$ cat src/rtl/sipo_pkg.sv
package sipo_pkg;
  typedef enum logic [1:0] {ST_IDLE, ST_SHIFT, ST_LATCH} sh_state_e;
  localparam logic [1:0] ADR_DATA = 2'd0;
  localparam logic [1:0] ADR_DIV  = 2'd1;
  localparam logic [1:0] ADR_DLY  = 2'd2;
  localparam logic [1:0] ADR_MODE = 2'd3;
endpackage

$ cat src/rtl/sipo_cfg_regs.sv
module sipo_cfg_regs
  import sipo_pkg::*;
#(
  parameter int WORD_W   = 17,
  parameter int CODE_W   = 2,
  parameter int BASE_DIV = 4,
  parameter int DLY_W    = 4
) (
  input  logic              clk,
  input  logic              rst_n,
  input  logic              wr_valid,
  input  logic              wr_ready,
  input  logic [1:0]        wr_addr,
  input  logic [WORD_W-1:0] wr_data,
  input  logic              busy,
  output logic [CODE_W-1:0] div_code,
  output logic [DLY_W-1:0]  dly,
  output logic [1:0]        mode,
  output logic              dir_start,
  output logic [WORD_W-1:0] dir_word
);
  logic [CODE_W-1:0] div_q;
  logic [DLY_W-1:0]  dly_q;
  logic [1:0]        mode_q;
  logic              acc;

  function automatic int dly_lim(input logic [CODE_W-1:0] c);
    return ((BASE_DIV << c) / 2) - 1;
  endfunction

  function automatic logic [DLY_W-1:0] clamp(input int v, input logic [CODE_W-1:0] c);
    int lim;
    lim = dly_lim(c);
    return (v > lim) ? DLY_W'(lim) : DLY_W'(v);
  endfunction

  assign acc = wr_valid && wr_ready;

  always_ff @(posedge clk or negedge rst_n) begin
    if (!rst_n) begin
      div_q  <= '0;
      dly_q  <= '0;
      mode_q <= '0;
    end else if (acc) begin
      case (wr_addr)
        ADR_DIV: begin
          div_q <= wr_data[CODE_W-1:0];
          dly_q <= clamp(int'(dly_q), wr_data[CODE_W-1:0]);
        end
        ADR_DLY:  dly_q  <= clamp(int'(wr_data), div_q);
        ADR_MODE: mode_q <= wr_data[1:0];
        default: ;
      endcase
    end
  end

  assign dir_start = acc && (wr_addr == ADR_DATA) && !mode_q[1];
  assign dir_word  = wr_data;
  assign div_code  = div_q;
  assign dly       = dly_q;
  assign mode      = mode_q;

  AST_DLY_BOUND: assert property (@(posedge clk) disable iff (!rst_n)
    int'(dly_q) <= dly_lim(div_q));
  AST_CFG_FROZEN: assert property (@(posedge clk) disable iff (!rst_n)
    busy |=> ($stable(div_q) && $stable(dly_q) && $stable(mode_q)));
endmodule

$ cat src/rtl/sipo_flash_trig.sv
module sipo_flash_trig #(
  parameter int WORD_W = 17
) (
  input  logic              clk,
  input  logic              rst_n,
  input  logic              en,
  input  logic              idle,
  input  logic              hold,
  input  logic [WORD_W-1:0] gen_in,
  input  logic              start_any,
  input  logic [WORD_W-1:0] start_word,
  output logic              fl_start,
  output logic [WORD_W-1:0] fl_word
);
  logic [WORD_W-1:0] gen_q;
  logic [WORD_W-1:0] last_q;

  always_ff @(posedge clk or negedge rst_n) begin
    if (!rst_n) begin
      gen_q  <= '0;
      last_q <= '0;
    end else begin
      gen_q <= gen_in;
      if (start_any) last_q <= start_word;
    end
  end

  assign fl_start = en && idle && !hold && (gen_q != last_q);
  assign fl_word  = gen_q;
endmodule

$ cat src/rtl/sipo_shifter.sv
module sipo_shifter
  import sipo_pkg::*;
#(
  parameter int WORD_W   = 17,
  parameter int CODE_W   = 2,
  parameter int BASE_DIV = 4,
  parameter int CNT_W    = 6,
  parameter int DLY_W    = 4,
  parameter int BIT_W    = 5
) (
  input  logic              clk,
  input  logic              rst_n,
  input  logic              start,
  input  logic [WORD_W-1:0] word,
  input  logic [CODE_W-1:0] div_code,
  input  logic [DLY_W-1:0]  dly,
  input  logic              no_latch,
  output logic              sdo,
  output logic              sclk,
  output logic              slatch,
  output logic              busy
);
  sh_state_e         st_q;
  logic [CNT_W-1:0]  phase_q;
  logic [BIT_W-1:0]  bit_q;
  logic [WORD_W-1:0] sreg_q;
  logic              nolat_q;
  logic [CNT_W-1:0]  div_n, half_n, dly_n;

  assign div_n  = CNT_W'(BASE_DIV) << div_code;
  assign half_n = div_n >> 1;
  assign dly_n  = CNT_W'(dly);

  always_ff @(posedge clk or negedge rst_n) begin
    if (!rst_n) begin
      st_q    <= ST_IDLE;
      phase_q <= '0;
      bit_q   <= '0;
      sreg_q  <= '0;
      nolat_q <= 1'b0;
    end else begin
      case (st_q)
        ST_IDLE: if (start) begin
          st_q    <= ST_SHIFT;
          phase_q <= '0;
          bit_q   <= BIT_W'(WORD_W - 1);
          sreg_q  <= word;
          nolat_q <= no_latch;
        end
        ST_SHIFT: if (phase_q == div_n - 1'b1) begin
          phase_q <= '0;
          if (bit_q == '0) st_q <= ST_LATCH;
          else begin
            bit_q  <= bit_q - 1'b1;
            sreg_q <= sreg_q << 1;
          end
        end else phase_q <= phase_q + 1'b1;
        ST_LATCH: if (phase_q == half_n - 1'b1) begin
          st_q    <= ST_IDLE;
          phase_q <= '0;
        end else phase_q <= phase_q + 1'b1;
        default: st_q <= ST_IDLE;
      endcase
    end
  end

  assign sdo    = (st_q == ST_SHIFT) ? sreg_q[WORD_W-1] : 1'b0;
  assign sclk   = (st_q == ST_SHIFT) && (phase_q > dly_n) && (phase_q <= dly_n + half_n);
  assign slatch = (st_q == ST_LATCH) && !nolat_q;
  assign busy   = (st_q != ST_IDLE);

  AST_SDO_HELD_HIGH: assert property (@(posedge clk) disable iff (!rst_n)
    (sclk && $past(sclk)) |-> $stable(sdo));
  AST_CLK_AFTER_DATA: assert property (@(posedge clk) disable iff (!rst_n)
    $rose(sclk) |-> (phase_q != '0));
  AST_LATCH_CLK_LOW: assert property (@(posedge clk) disable iff (!rst_n)
    slatch |-> !sclk);
  AST_START_IDLE: assert property (@(posedge clk) disable iff (!rst_n)
    start |-> !busy);
endmodule

$ cat src/rtl/sipo_shift_engine.sv
module sipo_shift_engine #(
  parameter int WORD_W   = 17,
  parameter int CODE_W   = 2,
  parameter int BASE_DIV = 4,
  localparam int MAX_DIV = BASE_DIV << ((1 << CODE_W) - 1),
  localparam int DLY_W   = $clog2(MAX_DIV / 2),
  localparam int CNT_W   = $clog2(MAX_DIV) + 1,
  localparam int BIT_W   = $clog2(WORD_W)
) (
  input  logic              clk,
  input  logic              rst_n,
  input  logic              cfg_valid,
  output logic              cfg_ready,
  input  logic [1:0]        cfg_addr,
  input  logic [WORD_W-1:0] cfg_wdata,
  input  logic [WORD_W-1:0] gen_vec,
  output logic              sdo,
  output logic              sclk,
  output logic              slatch,
  output logic              busy,
  output logic [DLY_W-1:0]  dly_eff
);
  logic [CODE_W-1:0] div_code;
  logic [DLY_W-1:0]  dly;
  logic [1:0]        mode;
  logic              dir_start, fl_start, start_any, acc;
  logic [WORD_W-1:0] dir_word, fl_word, start_word;

  assign cfg_ready  = !busy;
  assign acc        = cfg_valid && cfg_ready;
  assign start_any  = dir_start || fl_start;
  assign start_word = dir_start ? dir_word : fl_word;
  assign dly_eff    = dly;

  sipo_cfg_regs #(.WORD_W(WORD_W), .CODE_W(CODE_W), .BASE_DIV(BASE_DIV), .DLY_W(DLY_W)) u_regs (
    .clk(clk), .rst_n(rst_n), .wr_valid(cfg_valid), .wr_ready(cfg_ready),
    .wr_addr(cfg_addr), .wr_data(cfg_wdata), .busy(busy),
    .div_code(div_code), .dly(dly), .mode(mode),
    .dir_start(dir_start), .dir_word(dir_word)
  );

  sipo_flash_trig #(.WORD_W(WORD_W)) u_flash (
    .clk(clk), .rst_n(rst_n), .en(mode[1]), .idle(!busy), .hold(acc),
    .gen_in(gen_vec), .start_any(start_any), .start_word(start_word),
    .fl_start(fl_start), .fl_word(fl_word)
  );

  sipo_shifter #(.WORD_W(WORD_W), .CODE_W(CODE_W), .BASE_DIV(BASE_DIV),
                 .CNT_W(CNT_W), .DLY_W(DLY_W), .BIT_W(BIT_W)) u_shift (
    .clk(clk), .rst_n(rst_n), .start(start_any), .word(start_word),
    .div_code(div_code), .dly(dly), .no_latch(mode[0]),
    .sdo(sdo), .sclk(sclk), .slatch(slatch), .busy(busy)
  );

  AST_ONE_SOURCE: assert property (@(posedge clk) disable iff (!rst_n)
    !(dir_start && fl_start));
endmodule

$ cat config.mk
export PLATFORM = sky130hd
export DESIGN_NAME = sipo_shift_engine
export DESIGN_NICKNAME = d
export VERILOG_FILES = /design/src/rtl/sipo_pkg.sv /design/src/rtl/sipo_cfg_regs.sv /design/src/rtl/sipo_flash_trig.sv /design/src/rtl/sipo_shifter.sv /design/src/rtl/sipo_shift_engine.sv
export SDC_FILE = /design/constraint.sdc
export NUM_CORES = 1
export LEC_CHECK = 0
export ABC_AREA = 1
export BUFFER_PORTS_ARGS = -buffer_cell sky130_fd_sc_hd__buf_2
export CORE_ASPECT_RATIO = 0.9
export CORE_MARGIN = 3
export CORE_UTILIZATION = 45
export DETAILED_ROUTE_END_ITERATION = 8
export SYNTH_ARGS = -nofsm -noshare
export SYNTH_HDL_FRONTEND = slang
export SYNTH_SLANG_ARGS = --single-unit
$ cat constraint.sdc
create_clock -name clk -period 3.1 [get_ports clk]
set_input_delay 0.31 -clock clk [delete_from_list [all_inputs] [get_ports clk]]
set_output_delay 0.31 -clock clk [all_outputs]
set_load 0.05 [all_outputs]
# [Word-level counts from Yosys, hierarchy flattened]
# Cells that the tools add are included.
[word_totals] input_bits=39 out_inout_bits=9 register_bits=73 word_cells=92
[op_classes] n_shift=3 addsub=9 n_bitwise=2 n_eq_ne=14 n_reduce_logical=28 n_mux=22 n_lt_le_gt_ge=4
[ops] operator="2-to-1 mux 17 bit" count=4
[ops] operator="adder 32 x 1 -> 32 bit" count=2
[ops] operator="left shift 3 x 2 -> 32 bit, first input constant" count=2
[ops] operator="subtractor 32 x 2 -> 32 bit, second input constant" count=2
[ops] operator="one-hot mux 17 bit (2 select lines)" count=1
[ops] operator="> comparator 18 x 32 -> 1 bit" count=1
[ops] operator="> comparator 5 x 32 -> 1 bit" count=1
[ops] operator="2-to-1 mux 6 bit" count=3
[ops] operator="one-hot mux 6 bit (3 select lines)" count=1
[ops] operator="!= test 17 bit" count=1
[ops] operator="2-to-1 mux 5 bit" count=3
[ops] operator="== test 6 bit" count=2
[ops] operator="one-hot mux 5 bit (2 select lines)" count=1
[ops] operator="logical AND 1 bit" count=9
[ops] operator="2-to-1 mux 2 bit" count=4
[ops] operator="2-to-1 mux 4 bit" count=2
[ops] operator="!= test 2 x 1 -> 1 bit, second input constant" count=4
[ops] operator="one-hot mux 4 bit (2 select lines)" count=1
[ops] operator="AND reduction 2 bit" count=4
[ops] operator="AND reduction 4 bit" count=2
[ops] operator="adder 4 x 5 -> 6 bit" count=1
[ops] operator="adder 6 x 1 -> 6 bit, second input constant" count=1
[ops] operator="== test 2 bit, second input constant" count=3
[ops] operator="> comparator 6 x 4 -> 1 bit" count=1
[ops] operator="other kinds (17)" count=26

# [Logic depth before layout (Yosys ltp)]
# Gate-level depths: netlist (run 1).
[depth] ltp_word=9 mapped_depth=18

# [Hierarchy]
# A second synthesis (run 1) with hierarchy kept.
[hier_totals] cells_unflattened=609 hier_area_um2=4894.7
[modules_own_cells] mod="sipo_shifter" cells_each=263 area_each_um2=2264.7 instances=1
[modules_own_cells] mod="sipo_flash_trig" cells_each=139 area_each_um2=1357.6 instances=1
[modules_own_cells] mod="sipo_cfg_regs" cells_each=148 area_each_um2=999.7 instances=1
[modules_own_cells] mod="sipo_shift_engine" cells_each=59 area_each_um2=272.8 instances=1

# [Worst setup path before layout (run 1)]
# OpenSTA, ideal clock, no wires.
[synth_path] path_type="register -> output" from="register u_regs.dly_q[2], in the netlist u_regs.dly[2]" to="output port sclk" arrival_time_ns=3.202 stages_incl_launch_ff=11 slack_ns=-0.412 cell_sequence="dfrtp_1 -> ha_1 -> nand2_1 -> inv_1 -> o31ai_1 -> xnor2_1 -> ha_1 -> nand2_1 -> o21bai_1 -> a32oi_1 -> a211oi_1"
[synth_between] elab_chain_cells=3
[synth_lines] element="from (decl)" line_no="sipo_cfg_regs.sv:23" text="logic [DLY_W-1:0] dly_q;"
[synth_lines] element="from (signal assigned)" line_no="sipo_cfg_regs.sv:48" text="dly_q <= clamp(int'(dly_q), wr_data[CODE_W-1:0]);"
[synth_lines] element="from (signal assigned)" line_no="sipo_cfg_regs.sv:50" text="ADR_DLY: dly_q <= clamp(int'(wr_data), div_q);"
[synth_lines] element="adder 4 x 5 -> 6 bit / > comparator 6 x 4 -> 1 bit (equally long branches)" line_no="sipo_shifter.sv:68" text="assign sclk = (st_q == ST_SHIFT) && (phase_q > dly_n) && (phase_q <= dly_n + half_n);"
[synth_lines] element="less-or-equal comparator 6 bit / logical AND 1 bit (equally long branches)" line_no="sipo_shifter.sv:68"
[synth_lines] element="logical AND 1 bit (*)" line_no="sipo_shifter.sv:68"
[synth_lines] element="to (decl)" line_no="sipo_shift_engine.sv:18" text="output logic sclk,"
# Every way passes the cells marked *; elsewhere a longest branch is shown, timed or not.

# [Worst setup path in the final report (run 1)]
[layout_path] from="register u_regs.div_q[1], in the netlist u_regs.div_code[1]" to="output port sclk"
[layout_between] elab_chain_cells=4
[layout_lines] element="from (decl)" line_no="sipo_cfg_regs.sv:22" text="logic [CODE_W-1:0] div_q;"
[layout_lines] element="from (signal assigned)" line_no="sipo_cfg_regs.sv:47" text="div_q <= wr_data[CODE_W-1:0];"
[layout_lines] element="left shift 3 x 2 -> 6 bit" line_no="sipo_shifter.sv:30" text="assign div_n = CNT_W'(BASE_DIV) << div_code;"
[layout_lines] element="adder 4 x 5 -> 6 bit" line_no="sipo_shifter.sv:68"
[layout_lines] element="less-or-equal comparator 6 bit" line_no="sipo_shifter.sv:68"
[layout_lines] element="logical AND 1 bit" line_no="sipo_shifter.sv:68"
# Every way passes these cells.

==> results of run 1 <==
==> area by class of cell <==
class | count | area share [%]
clock buffers | 10 | 4.33
clock inverters | 5 | 1.88
inverters | 58 | 3.94
multi-input cells | 472 | 47.8
flip-flops and latches | 73 | 33.1
well taps | 126 | 2.85
repair buffers | 59 | 6.05
==> stage by stage <==
step | TNS [ns] | util, % | cell area (µm²)
global placement | 0 | 51.1 | 5080
CTS | 0 | 54.6 | 5440
detailed placement | 0 | 51.1 | 5080
floorplan | 0 | - | 4750
finish | 0 | 55.5 | 5520
global route | -0.0473 | 55.5 | 5520
==> power groups by stage <==
stage / Clock, µW / Combinational [µW] / Sequential [µW]
2_1_floorplan: 0 / 1890 / 1560
3_3_place_gp: 0 / 2420 / 1540
3_5_place_dp: 0 / 2470 / 1550
4_1_cts: 1220 / 2500 / 1530
5_1_grt: 1260 / 3000 / 1580
6_report: 1210 / 2630 / 1540
==> worst paths after layout <==
path,cells past startpoint,to,from,slack (ns)
worst max-delay path,13,sclk,u_regs.div_code[1],0.09
worst min-delay path,1,u_flash.fl_word[12],gen_vec[12],0.08
worst max register to register,19,u_regs.dly[3],u_regs.div_code[0],0.46
worst min register to register,2,u_shift.sreg_q[16],u_shift.sreg_q[16],0.47
max in group asynchronous,1,u_regs.div_code[1],rst_n,2.31
min in group asynchronous,1,u_flash.fl_word[10],rst_n,0.12
==> metal layers <==
metal | GRT usage, % | up-vias
li1 | - | 2085
met1 | 29.4 | 1945
met2 | 31.5 | 78
met3 | 4.42 | 12
met4 | 5.57 | 0
met5 | 0 | -
==> timing repair <==
item                                   in CTS  in global routing
setup endpoints to repair                   1                  1
pin swaps                                   0                  6
endpoints found under the hold margin       0                  0
resized for setup                           4                 11
hold buffers                                0                  0
buffers inserted                            0                  4
==> synth_stat cells, types with 2 or more instances <==
cell type and instances:
clkbuf_1 8, nor3_1 7, dfrtp_1 73, nand3_1 69, a21oi_2 3, mux2_2 4
nand2_1 220, inv_1 56, nand3_4 2, inv_2 2, o21ai_1 3, o21ai_0 17
nand2_2 3, nor2_1 37, xor2_1 13, ha_1 36, xnor2_1 12, nor2_4 2
mux2_1 3, buf_6 4, buf_2 6, buf_4 2, nand4_1 3, a21oi_1 16
==> sequential cells by signal, summed over array words and instances (netlist names) <==
register,flops
u_shift.bit_q,5
u_shift.sreg_q,17
u_shift.phase_q,6
u_regs.div_code,2
u_flash.last_q,17
u_flash.fl_word,17
u_regs.dly,4
u_shift.st_q,2
u_shift.nolat_q,1
u_regs.mode,2
==> cells by family (layout without fill, tap and decap cells) <==
| kind of cell | after synthesis | count (layout) | synth area share [%] |
|---|---|---|---|
| AND/OR/NAND/NOR | 349 | 349 | 31.4 |
| multiplexers | 8 | 8 | 1.98 |
| AO/OA/AOI/OAI | 48 | 48 | 6.11 |
| adder cells (fa/ha/maj) | 37 | 37 | 9.94 |
| other | 1 | 5 | 0.0792 |
| XOR/XNOR | 25 | 25 | 4.63 |
| buffers and inverters | 79 | 132 | 7.22 |
| flip-flops | 73 | 73 | 38.6 |
==> results.cfg, run 1 <==
[die]
rows = 34
start_util_pct = 47.5
design.core.area_um2 = 9950
die_area_um2 = 11800
dieHeight_um = 103
ios = 48
die_w_um = 114

[run]
maxCapViolCount = 0

[drt]
wl_met3_um = 453
drc = 0
vias_per_cell = 5.13
drtIter0Drc = 302
drt-total-wl_mm = 11.5
wl_met1_mm = 5.87
via_count = 4120
dr.pass1.iters = 5
antenna_left = 0
highest_layer = met4
dr_wl_met2_mm = 5.04
route.detailed.wl_per_inst_um = 14.3

[critical_path]
path_buf_inv = 2
crit_type = reg -> out
crit_arrival_ns = 2.70
cp_max_fo = 7
cp-end-kind = output pin
crit_family = compound AO/OA/AOI/OAI gates
slowest_delay_ns = 0.48
cpMaxStageDelayCell = dfrtp_2
crit_chain = nor2_4 -> ha_4 -> nand2_1 -> inv_1 -> o31ai_4 -> xnor2_2 -> ha_1 -> nand2_2 -> nor2_1 -> o21ai_1 -> a32oi_1 -> a211oi_2 -> buf_6
worstPathRequired_ns = 2.79
crit_path_start_kind = flip-flop

[clock_network]
cts_made_buffers = 9
htree_levels = 3
cts_sinks = 73
clk_pin_slew_ns = 0.06
cts_tree = done
clk_latency_ns = 0.33
clock_path_buffers = 2
cts_root_buffer = clkbuf_16

[sta]
relSlewSlack_pct = 36.4
fin_worst_skew_ns = 0.00665
setup_viol = 0
worst_slack_ns = 0.0878
hold_violations = 0
finalCritPeriodShare_pct = 97.2
fmax_mhz = 332
slew_viol_final = 0
worst_pin_slew_ns = 0.954
whs_ns = 0.0764
period_minus_slack_ns = 3.01

[global_route]
antenna_found_initial = 0
grt_pass1_vias = 3840
track_usage_pct = 20.5
grt_max_degree = 74
overflow = 0
grt_first_pass_wirelength_mm = 18.8

[finish]
final_nets = 749
stdcell_count = 803
register_area_um2 = 1830
drive_above_1_share_pct = 15.8
multiInputGateArea_um2 = 2640
most-common-layout-cells = 219 x nand2_1, 72 x dfrtp_1, 69 x nand3_1
n_antenna_cell = 0
fillers = 953
area_growth_pct = 16.7
layout_commonest_cell = nand2_1

[power_and_ir_drop]
switching_share_pct = 43.2
comb_power_share_pct = 48.9
p_sw_uw = 2320
p_per_area_nw_per_um2 = 973
sequentialPowerShare_pct = 28.6
clkPwrFrac_pct = 22.4
intPower_uw = 3050
ir_worst_vdd_mv = 0.524
p_leak_uw = 0.00297
totalPowerFinal_uw = 5370

[placement]
io_buffers = 47
gp_congestion = 0.874
dpl.hpwl_mm = 8.28
preCtsSetupSlack_ns = 0.148
dp_cells = 784

[synth]
synthCells = 620
yosys.area.top_type = dfrtp_1
synth_seq_cells = 73
syn_area_per_cell_um2 = 7.63
ys_types = 43
synth_top_area_share_pct = 38.6
synth_warnings = 0
yosysSeqAreaShare_pct = 38.6
synth_area_leaders = dfrtp_1 39%, nand2_1 17%, ha_1 9.5%
synthFlopType = dfrtp_1
synth_edf_count = 0
ys_async_sr_fraction_pct = 100
netlist_area_um2 = 4730

[min_path]
min_path_type = in -> reg

[run_status]
status = finished, final reports clean
Power figures use the tool's default switching activity.
==> run 2, diff against run 1 <==
- CORE_UTILIZATION: 45 -> 60
- PLACE_DENSITY: default -> 0.81
==> run 2 against run 1 <==
  * The flow now finishes with violations (negative setup slack)
  * Setup slack worse by 0.11 ns
  * Clock-buffer cell count is 1 higher
  * Combinational power increased by 3%
  * Design area is 2.1% lower
  * Critical endpoint unchanged
  * Largest cell class unchanged
  * Highest routed layer unchanged
==> results.cfg, run 2 (same netlist as run 1, synthesis figures left out) <==
[sta]
relSlewSlack_pct = 49.5
worst_pin_slew_ns = 0.757
slew_viol_final = 0
worst_slack_ns = -0.0234
setup_viol = 1
fmax_mhz = 320
fin_worst_skew_ns = 0.00911
rsz0062_at_grt = yes
period_minus_slack_ns = 3.12
finalCritPeriodShare_pct = 101
tns_ns = -0.0234
hold_violations = 0

[clock_network]
cts_hold_buf = 0
cts_made_buffers = 9
clock_path_buffers = 2
cts_sinks = 73
cts_tree = done
clk_latency_ns = 0.35
clk_pin_slew_ns = 0.08
cts_root_buffer = clkbuf_8
htree_levels = 3

[placement]
io_buffers = 47
gp_congestion = 0.998
preCtsSetupSlack_ns = 0.126
dpl.hpwl_mm = 8.09
dp_cells = 752

[finish]
final_nets = 752
stdcell_count = 777
most-common-layout-cells = 218 x nand2_1, 71 x dfrtp_1, 69 x nand3_1
drive_above_1_share_pct = 16.7
fillers = 591
area_growth_pct = 14.3
layout_commonest_cell = nand2_1
n_antenna_cell = 0

[die]
ios = 48
die_w_um = 99.6
design.core.area_um2 = 7620
die_area_um2 = 8990
start_util_pct = 62.1
rows = 30
dieHeight_um = 90.3

[drt]
vias_per_cell = 5.59
via_count = 4340
dr.pass1.iters = 7
drtIter0Drc = 285
route.detailed.wl_per_inst_um = 15.0
drt-total-wl_mm = 11.6
drc = 0
antenna_left = 0

[critical_path]
crit_type = reg -> out
cpMaxStageDelayCell = dfrtp_2
r2r_end = u_regs.dly[1]
path_buf_inv = 5
crit_chain = buf_4 -> buf_4 -> nor3_2 -> inv_1 -> nand2_1 -> xor2_1 -> ha_1 -> nand2_1 -> inv_1 -> o21bai_1 -> a32oi_1 -> a211oi_2 -> buf_6
crit_path_start_kind = flip-flop
r2r-start = u_regs.div_code[0]
cp-end-kind = output pin
crit_family = buffers and inverters
ff2ff_setup_slack_ns = 0.36
crit_arrival_ns = 2.81
worstPathRequired_ns = 2.79
cp_max_fo = 4
r2r_cells = 16
slowest_delay_ns = 0.45

[global_route]
track_usage_pct = 26.3
grt_first_pass_wirelength_mm = 18.8
grt_pass1_vias = 4097
grt_max_degree = 43
overflow = 0
antenna_found_initial = 0

[power_and_ir_drop]
p_leak_uw = 0.00292
totalPowerFinal_uw = 5130
p_per_area_nw_per_um2 = 950
ir_worst_vdd_mv = 0.538

[min_path]
min_path_type = in -> async

[run]
maxCapViolCount = 0

[run_status]
violations = negative setup slack
status = finished, violations left
[run 2: changes by cell type in the layout (fill, tap and decap cells not counted), moves of 2 or more]
cell	previous run	this run
clkbuf_16	9	0
clkbuf_8	1	11
inv_1	56	54
inv_2	2	4
inv_6	0	2
[run 2: worst register-to-register path, stage by stage, from the launching register on]
cell	delay, ns
dfrtp_2	0.45
inv_2	0.08
nor2_4	0.05
buf_4	0.14
buf_4	0.13
inv_1	0.06
ha_1	0.15
nand2_1	0.19
ha_1	0.39
nand4_1	0.14
nor3_1	0.20
nand2_1	0.09
nand3_1	0.16
nand2_1	0.14
nand2_1	0.09
nand3_1	0.06
a21oi_1	0.15
[run 2: final cells by class]
class,instances,area (µm²),area share (%)
sequential,73,1830,33.8
tap,96,120,2.22
timing repair buffer,62,367,6.78
multi-input combinational,472,2640,48.8
inverter,58,218,4.03
clock inverter,5,85.1,1.57
clock buffer,11,151,2.80
[run 2: worst max-delay path by stage]
stage	startpoint	endpoint	slack [ns]	depth (start not counted)
6_report	u_regs.div_code[0]	sclk	-0.02	13
5_1_grt	u_regs.div_code[0]	sclk	-0.14	13
4_1_cts	u_regs.div_code[0]	sclk	0.02	14
3_5_place_dp	u_regs.div_code[1]	sclk	0.13	13
3_3_place_gp	u_regs.div_code[1]	sclk	0.26	12
2_1_floorplan	u_regs.dly[2]	sclk	0.06	10
[run 2: report_power, final]
part	leakage (µW)	total, µW	internal [µW]	switching [µW]
registers	0.000898	1540	1280	259
clock network	0.000117	881	503	378
logic	0.00191	2710	998	1720
total	0.00292	5130	2780	2350
[run 2: per-layer routing]
layer | up-vias | global-route usage, % | part of all wire [%]
li1 | 2086 | - | -
met1 | 2037 | 36.3 | 43
met2 | 183 | 41.2 | 46
met3 | 34 | 6.33 | 7.6
met4 | 0 | 7.74 | 2.7
met5 | - | 0 | 0
[run 2: per-stage QoR]
stage	area (µm²)	hold WS (ns)	utilization, %
final	5410	0.0223	71.0
after CTS	5320	0.0444	69.8
after detailed placement	5040	0.415	66.2
after global placement	5040	0.409	66.2
after floorplan	4750	0.0144	-
after global routing	5410	0.0300	71.0
[run 2: what timing repair did]
item / 4_1_cts / 5_1_grt
gates resized for setup: 6 / 13
endpoints found under the hold margin: 0 / 0
pin swaps: 1 / 9
buffers inserted: 3 / 6
endpoints found under the setup margin: 1 / 1
==> run 3, diff against run 2 <==
- CORE_UTILIZATION: 60 -> 54
- PLACE_DENSITY: 0.81 -> 0.77
- clock period: 3.1 -> 2.7 ns (I/O delays scaled with it)
==> run 3 against run 2 <==
  * The run still ends with negative setup slack left
  * Register-to-register slack got worse by 0.21 ns
  * Total power rose by 21%
  * Sequential power rose by 14%
==> results.cfg, run 3 (same netlist as run 1, synthesis figures left out) <==
[run_status]
status = finished, violations left
violations = negative setup slack

[power_and_ir_drop]
totalPowerFinal_uw = 6220
clkPwrFrac_pct = 17.5
p_per_area_nw_per_um2 = 1090
sequentialPowerShare_pct = 28.3
comb_power_share_pct = 54.2
intPower_uw = 3410
p_sw_uw = 2810
p_leak_uw = 0.00304
ir_worst_vdd_mv = 0.719
switching_share_pct = 45.1

[sta]
finalCritPeriodShare_pct = 113
hold_violations = 0
tns_ns = -0.348
fin_worst_skew_ns = 0.0124
worst_slack_ns = -0.348
rsz0062_at_grt = yes
fmax_mhz = 328
period_minus_slack_ns = 3.05
setup_viol = 1
slew_viol_final = 0

[global_route]
grt_pass1_vias = 4106
grt_first_pass_wirelength_mm = 19.9
track_usage_pct = 25.5
grt_max_degree = 63
overflow = 0
antenna_found_initial = 0

[drt]
dr.pass1.iters = 5
route.detailed.wl_per_inst_um = 14.7
vias_per_cell = 5.34
drc = 0
drtIter0Drc = 297
wl_met1_mm = 5.50
wl_met3_um = 672
via_count = 4359
highest_layer = met4
antenna_left = 0
drt-total-wl_mm = 12.0
dr_wl_met2_mm = 5.62

[finish]
most-common-layout-cells = 215 x nand2_1, 68 x nand3_1, 68 x dfrtp_1
fin_util_pct = 68.9
fillers = 666
drive_above_1_share_pct = 18.7
stdcell_count = 817
n_antenna_cell = 0
final_nets = 773
layout_commonest_cell = nand2_1
area_growth_pct = 20.9

[clock_network]
cts_root_buffer = clkbuf_8
htree_levels = 3
cts_sinks = 73
cts_made_buffers = 9
clock_path_buffers = 2
clk_latency_ns = 0.37
cts_tree = done
clk_pin_slew_ns = 0.08

[placement]
dpl.hpwl_mm = 8.30
gp_congestion = 0.880
preCtsSetupSlack_ns = -0.137
io_buffers = 47
dp_cells = 779

[critical_path]
cp-end-kind = output pin
crit_path_start_kind = flip-flop
r2r-start = u_regs.div_code[0]
crit_arrival_ns = 2.78
cp_max_fo = 3
r2r_cells = 17
crit_type = reg -> out
r2r_end = u_regs.dly[2]
worstPathRequired_ns = 2.43
ff2ff_setup_slack_ns = 0.15

[die]
design.core.area_um2 = 8300
die_area_um2 = 9920
rows = 31
ios = 48
dieHeight_um = 94.8
die_w_um = 105
start_util_pct = 57.0

[run]
maxCapViolCount = 0

[min_path]
min_path_type = in -> reg
hold_end = u_flash.fl_word[10]
hp-start = gen_vec[10]
hold_depth = 1
## run 3: cell type report
class                           count  area (µm²)  share of cell area, %
Sequential cell                    73        1830                   32.0
Inverter                           58         218                   3.80
Tap cell                          115         144                   2.51
Multi-Input combinational cell    472        2710                   47.3
Clock inverter                      6         113                   1.97
Timing Repair Buffer               83         572                   9.99
Clock buffer                       10         138                   2.40
## run 3: worst max path at each step
stage,slack (ns),to,startpoint,depth (start not counted)
3_5_place_dp,-0.14,sclk,u_regs.div_code[0],14
4_1_cts,-0.30,sclk,u_regs.div_code[1],12
2_1_floorplan,0.001,sclk,u_regs.dly[2],11
6_report,-0.35,sclk,u_regs.div_code[1],12
5_1_grt,-0.45,sclk,u_regs.div_code[0],12
3_3_place_gp,0.01,sclk,u_regs.div_code[0],14
## run 3: routing by layer
layer / global-route usage, % / vias to the layer above
met2: 40.1 / 120
li1: - / 2131
met4: 8.42 / 0
met1: 34.3 / 2090
met3: 7.31 / 18
met5: 0 / -
## run 3: worst max-delay path, stage by stage (launching register included)
cell	delay (ns)
dfrtp_2	0.42
buf_6	0.11
nor2_4	0.03
ha_4	0.16
fa_2	0.35
xor2_1	0.17
ha_1	0.32
nand2_1	0.08
inv_1	0.04
o21bai_1	0.19
a32oi_2	0.16
a211oi_4	0.20
buf_6	0.19
## run 3: power by group through the flow
stage          Sequential, µW  Combinational [µW]  Clock [µW]
3_5_place_dp             1780                2970           0
5_1_grt                  1810                3770        1160
6_report                 1760                3370        1090
3_3_place_gp             1760                2850           0
4_1_cts                  1750                3240        1100
2_1_floorplan            1800                2230           0
## run 3: repair_timing
action,CTS,global route
setup buffers,5,1
endpoints found under the setup margin,1,5
pin swaps,12,4
hold buffers,11,5
endpoints found under the hold margin,21,5
gates resized for setup,16,8
## run 3: through the flow
| step | hold slack, ns | instance area [µm²] |
|---|---|---|
| after floorplan | -0.0256 | 4800 |
| after global placement | 0.184 | 5170 |
| after detailed placement | 0.185 | 5170 |
| after CTS | 0.0000469 | 5640 |
| after global routing | 0.000436 | 5720 |
| final | 0.0177 | 5720 |
